--- src/rtl/cegate_pkg.sv ---
`timescale 1ns/1ps
package cegate_pkg;

  typedef enum logic [1:0] {
    ST_PASS  = 2'd0,
    ST_HOLD  = 2'd1,
    ST_BLOCK = 2'd2
  } gate_state_e;

  // Convert a hold time in ns into clock cycles, never below one.
  function automatic int unsigned hold_cycles(input int unsigned clk_hz,
                                              input int unsigned hold_ns);
    int unsigned mhz;
    int unsigned cyc;
    mhz = clk_hz / 1_000_000;
    cyc = (mhz * hold_ns) / 1000;
    return (cyc < 1) ? 1 : cyc;
  endfunction

endpackage

--- src/rtl/cegate_hold_timer.sv ---
`timescale 1ns/1ps
module cegate_hold_timer #(
  parameter int unsigned HOLD_CYCLES = 600
) (
  input  logic clk,
  input  logic rst,
  input  logic start,
  input  logic run,
  output logic expired
);
  localparam int unsigned CNT_W = (HOLD_CYCLES < 2) ? 1 : $clog2(HOLD_CYCLES);
  localparam logic [CNT_W-1:0] LAST = CNT_W'(HOLD_CYCLES - 1);

  logic [CNT_W-1:0] cnt_q;

  always_ff @(posedge clk) begin
    if (rst) begin
      cnt_q <= '0;
    end else if (start) begin
      cnt_q <= '0;
    end else if (run && (cnt_q != LAST)) begin
      cnt_q <= cnt_q + 1'b1;
    end
  end

  // cnt_q holds the number of hold cycles already spent beyond the first.
  assign expired = (cnt_q == LAST);

endmodule

--- src/rtl/cegate_seq.sv ---
`timescale 1ns/1ps
module cegate_seq
  import cegate_pkg::*;
(
  input  logic        clk,
  input  logic        rst,
  input  logic        sup_reset,
  input  logic        batt_mode,
  input  logic        ce_in_n,
  input  logic        hold_expired,
  output gate_state_e state_q,
  output gate_state_e state_d,
  output logic        timer_start,
  output logic        timer_run
);

  always_comb begin
    state_d = state_q;
    if (batt_mode) begin
      state_d = ST_BLOCK;
    end else begin
      unique case (state_q)
        ST_PASS: begin
          if (sup_reset) state_d = ce_in_n ? ST_BLOCK : ST_HOLD;
        end
        ST_HOLD: begin
          if (!sup_reset)                 state_d = ST_PASS;
          else if (ce_in_n || hold_expired) state_d = ST_BLOCK;
        end
        ST_BLOCK: begin
          if (!sup_reset) state_d = ST_PASS;
        end
        default: state_d = ST_BLOCK;
      endcase
    end
  end

  always_ff @(posedge clk) begin
    if (rst) state_q <= ST_PASS;
    else     state_q <= state_d;
  end

  assign timer_start = (state_q != ST_HOLD) && (state_d == ST_HOLD);
  assign timer_run   = (state_q == ST_HOLD);

endmodule

--- src/rtl/cegate_drive.sv ---
`timescale 1ns/1ps
module cegate_drive
  import cegate_pkg::*;
(
  input  logic        clk,
  input  logic        rst,
  input  gate_state_e state_d,
  input  logic        ce_in_n,
  output logic        ce_out_n
);
  logic drive_d;

  always_comb begin
    unique case (state_d)
      ST_PASS: drive_d = ce_in_n;
      ST_HOLD: drive_d = 1'b0;
      default: drive_d = 1'b1;
    endcase
  end

  always_ff @(posedge clk) begin
    if (rst) ce_out_n <= 1'b1;
    else     ce_out_n <= drive_d;
  end

endmodule

--- src/rtl/cegate_top.sv ---
`timescale 1ns/1ps
module cegate_top
  import cegate_pkg::*;
#(
  parameter int unsigned CLK_FREQ_HZ = 50_000_000,
  parameter int unsigned HOLD_NS     = 12_000
) (
  input  logic clk,
  input  logic rst,
  input  logic sup_reset,
  input  logic batt_mode,
  input  logic ce_in_n,
  output logic ce_out_n
);
  localparam int unsigned HOLD_CYCLES = hold_cycles(CLK_FREQ_HZ, HOLD_NS);

  gate_state_e state_q;
  gate_state_e state_d;
  logic        timer_start;
  logic        timer_run;
  logic        hold_expired;

  cegate_seq seq_i (
    .clk         (clk),
    .rst         (rst),
    .sup_reset   (sup_reset),
    .batt_mode   (batt_mode),
    .ce_in_n     (ce_in_n),
    .hold_expired(hold_expired),
    .state_q     (state_q),
    .state_d     (state_d),
    .timer_start (timer_start),
    .timer_run   (timer_run)
  );

  cegate_hold_timer #(
    .HOLD_CYCLES(HOLD_CYCLES)
  ) timer_i (
    .clk    (clk),
    .rst    (rst),
    .start  (timer_start),
    .run    (timer_run),
    .expired(hold_expired)
  );

  cegate_drive drive_i (
    .clk     (clk),
    .rst     (rst),
    .state_d (state_d),
    .ce_in_n (ce_in_n),
    .ce_out_n(ce_out_n)
  );

endmodule

--- config.mk ---
export PLATFORM = sky130hd
export DESIGN_NAME = cegate_top
export DESIGN_NICKNAME = d
export VERILOG_FILES = /design/src/rtl/cegate_pkg.sv /design/src/rtl/cegate_hold_timer.sv /design/src/rtl/cegate_seq.sv /design/src/rtl/cegate_drive.sv /design/src/rtl/cegate_top.sv
export SDC_FILE = /design/constraint.sdc
export NUM_CORES = 1
export LEC_CHECK = 0
export ABC_AREA = 1
export CORE_AREA = 5 5 63 65
export CTS_BUF_LIST = sky130_fd_sc_hd__clkbuf_2
export DETAILED_ROUTE_END_ITERATION = 10
export DIE_AREA = 0 0 68 70
export PLACE_DENSITY = 0.49
export SLEW_MARGIN = 20
export SYNTH_ARGS = -nofsm -noshare
export SYNTH_HDL_FRONTEND = slang
export SYNTH_SLANG_ARGS = --single-unit
--- constraint.sdc ---
create_clock -name clk -period 1.9 [get_ports clk]
set_clock_uncertainty 0.1 [all_clocks]
set_input_delay 0.38 -clock clk [delete_from_list [all_inputs] [get_ports clk]]
set_output_delay 0.38 -clock clk [all_outputs]
set_load 0.02 [all_outputs]
==> results.py <==
metrics = {
    "run_status": {
        "status": "complete, no violations",
    },
    "timing": {
        "fmax_ghz": 0.587,
        "slew_viol_final": 0,
        "min_period_ns": 1.70,
        "setup_tns_ns": 0,
        "timing.final.crit_share": 0.897,
        "maxSlewHeadroom": 0.823,
        "worstMarginPinSlew_ns": 0.263,
        "rsz0062_at_grt": "no",
        "finalSetupViolations": 0,
        "hold_viol": 0,
    },
    "logic_synthesis": {
        "synthesis.area_um2": 786,
        "ys_ff_latch": 13,
        "yosysSeqAreaShare": 0.331,
        "synthDistinctLibCells": 20,
        "ys_warn_count": 0,
        "syn_area_per_cell_um2": 6.44,
        "syn_nets": 128,
        "synthCells": 122,
    },
    "global_route": {
        "grt_pass1_wl_um": 3080,
        "grt_use_total": 0.0824,
        "grt.overflow.total": 0,
        "grt_max_degree": 11,
        "grt_pass1_vias": 741,
        "antenna_found_initial": 0,
    },
    "worst_setup_path": {
        "crit_slowest_cell": "dfxtp_1",
        "crit_start": "timer_i.cnt_q[0]",
        "path_cells": "ha_1 > nand2_1 > nor2_2 > nand3_4 > nand2_8 > inv_4 > a21oi_1 > nor2_1",
        "path_buf_inv": 1,
        "r2r_start": "timer_i.cnt_q[0]",
        "end_kind": "flop",
        "critical_path_class": "reg2reg",
        "critPathMaxStageDelay_ns": 0.45,
        "critical_path_required_ns": 1.97,
        "worst_ep_arrival_time_ns": 1.78,
        "crit_family": "simple AND/OR/NAND/NOR gates",
        "critPathMaxFanout": 9,
        "startpoint_type": "flop",
    },
    "floorplan": {
        "die_w_um": 68,
        "initial_core_util": 0.239,
        "core_area_mm2": 0.00328,
        "die_h_um": 70,
        "num_rows": 21,
        "io_pins": 6,
        "dieArea_mm2": 0.00476,
    },
    "cts": {
        "clock_path_buffers": 2,
        "clock_latency_ns": 0.27,
        "ctsResizeCount": 0,
        "cts_tree": "done",
        "cts.sinks": 13,
        "htreeDepth": 1,
        "cts_root_buf": "clkbuf_2",
        "cts_setup_buffers": 0,
        "numCtsBuffers": 3,
        "hold_buffers": 0,
        "path_clk_slew_ns": 0.13,
    },
    "routing": {
        "routedWlPerCell_um": 9.32,
        "drc_errors": 0,
        "wirelength_um": 1650,
        "drt_iter0_drc": 25,
        "via_per_inst": 4.14,
        "firstDrtPassIters": 4,
        "postRouteAntennaNets": 0,
        "num_vias": 733,
    },
    "final_layout": {
        "layout.nets": 138,
        "area_delta_synth_final_pct": 16.2,
        "antenna_cells": 0,
        "fill_cells": 362,
        "fin_area_um2": 913,
        "drive_gt1_frac": 0.122,
    },
    "placement": {
        "hpwl_um": 1320,
        "port_buffers": 5,
        "place_congestion": 0.882,
        "place_area_um2": 893,
    },
    "min_path": {
        "min_from": "timer_i.cnt_q[1]",
        "hold_class": "reg2reg",
    },
    "pwr": {
        "powerDensity_mw_per_mm2": 501,
        "p_leak_nw": 0.352,
        "ir_drop_v": 0.000196,
    },
    "run": {
        "cap_violations": 0,
    },
}
==> report_power, final <==
part / leakage, nW / switching [W] / internal (W)
registers: 0.105 / 0.00000308 / 0.000276
clock network: 0.0166 / 0.0000900 / 0.0000558
logic: 0.231 / 0.0000184 / 0.0000144
==> path summary, 6_finish.rpt <==
kind	slack (ns)	end	cells past startpoint
worst min-delay path	0.48	timer_i.cnt_q[1]	4
worst max-delay path	0.20	timer_i.cnt_q[9]	8
worst max register to register	0.20	timer_i.cnt_q[9]	8
worst min register to register	0.48	timer_i.cnt_q[1]	4
==> routing by layer <==
metal / vias to the layer above / global-route usage / share of wire
met5: - / 0 / 0
met4: 0 / 0.0464 / 0.016
met3: 2 / 0.00962 / 0.025
met2: 13 / 0.133 / 0.49
met1: 319 / 0.103 / 0.47
li1: 399 / - / -
==> flip-flops by register name, summed over array words and instances, names as in the netlist <==
name	cells
seq_i.state_q	2
drive_i.ce_out_n	1
timer_i.cnt_q	10
==> cells in the final DEF, fill, tap and decap left out <==
master           instances
nand2_8                  1
nor2_4                   1
inv_4                    1
nand2_1                 35
nand3_4                  1
ha_1                     1
nand2_2                  1
inv_1                   16
xnor2_1                  2
a21oi_1                  5
o21ai_2                  1
nor4_1                   1
nor3_1                   2
clkbuf_2                 4
nor2_1                  21
dfxtp_1                 13
clkdlybuf4s50_1          5
xor2_1                   1
inv_2                    2
nor2_2                   4
nand4_1                  6
nand3_1                  7
==> kinds of logic (layout without fill, tap and decap cells) <==
group | Yosys count | count (layout) | synth area share
buffers and inverters | 19 | 28 | 0.0940
XOR/XNOR | 3 | 3 | 0.0334
adder cells (fa/ha/maj) | 1 | 1 | 0.0159
AND/OR/NAND/NOR | 80 | 80 | 0.483
AO/OA/AOI/OAI | 6 | 6 | 0.0430
flip-flops | 13 | 13 | 0.331
==> tightest hold or removal path, cell delays in order, from the launching register on <==
cell and delay, ns:
dfxtp_1 0.36, nand2_1 0.07, nand2_1 0.05, inv_1 0.04, nor2_1 0.03
==> cell type report <==
class | count | area, um2 | area share
Multi-Input combinational cell | 90 | 452 | 0.495
Timing Repair Buffer | 5 | 50.0 | 0.0548
Inverter | 19 | 73.8 | 0.0808
Sequential cell | 13 | 260 | 0.285
Clock buffer | 4 | 20.0 | 0.0219
Tap cell | 46 | 57.6 | 0.0630
==> stage by stage <==
step | hold WS [ns] | utilization | instances | setup WS, ns | total power (W)
finish | 0.481 | 0.278 | 177 | 0.196 | 0.000458
global route | 0.548 | 0.278 | 177 | 0.0365 | 0.000486
CTS | 0.483 | 0.278 | 177 | 0.204 | 0.000464
detailed placement | 0.461 | 0.272 | 173 | 0.238 | 0.000318
global placement | 0.469 | 0.272 | 173 | 0.271 | 0.000317
floorplan | 0.352 | - | 122 | 0.380 | 0.000302
==> synth_stat cells <==
library cell  count  area [um2]
nor2_1           21        78.8
dfxtp_1          13         260
nand2_8           1        20.0
inv_4             1        6.26
o21ai_2           1        8.76
ha_1              1        12.5
nand4_1           6        37.5
xnor2_1           2        17.5
nand2_2           1        6.26
nor3_1            2        10.0
nand3_1           7        35.0
inv_1            16        60.1
nor2_4            1        11.3
a21oi_1           5        25.0
nand3_4           1        17.5
nand2_1          35         131
nor4_1            1        6.26
xor2_1            1        8.76
nor2_2            4        25.0
inv_2             2        7.51
Power figures use the tool's default switching activity.
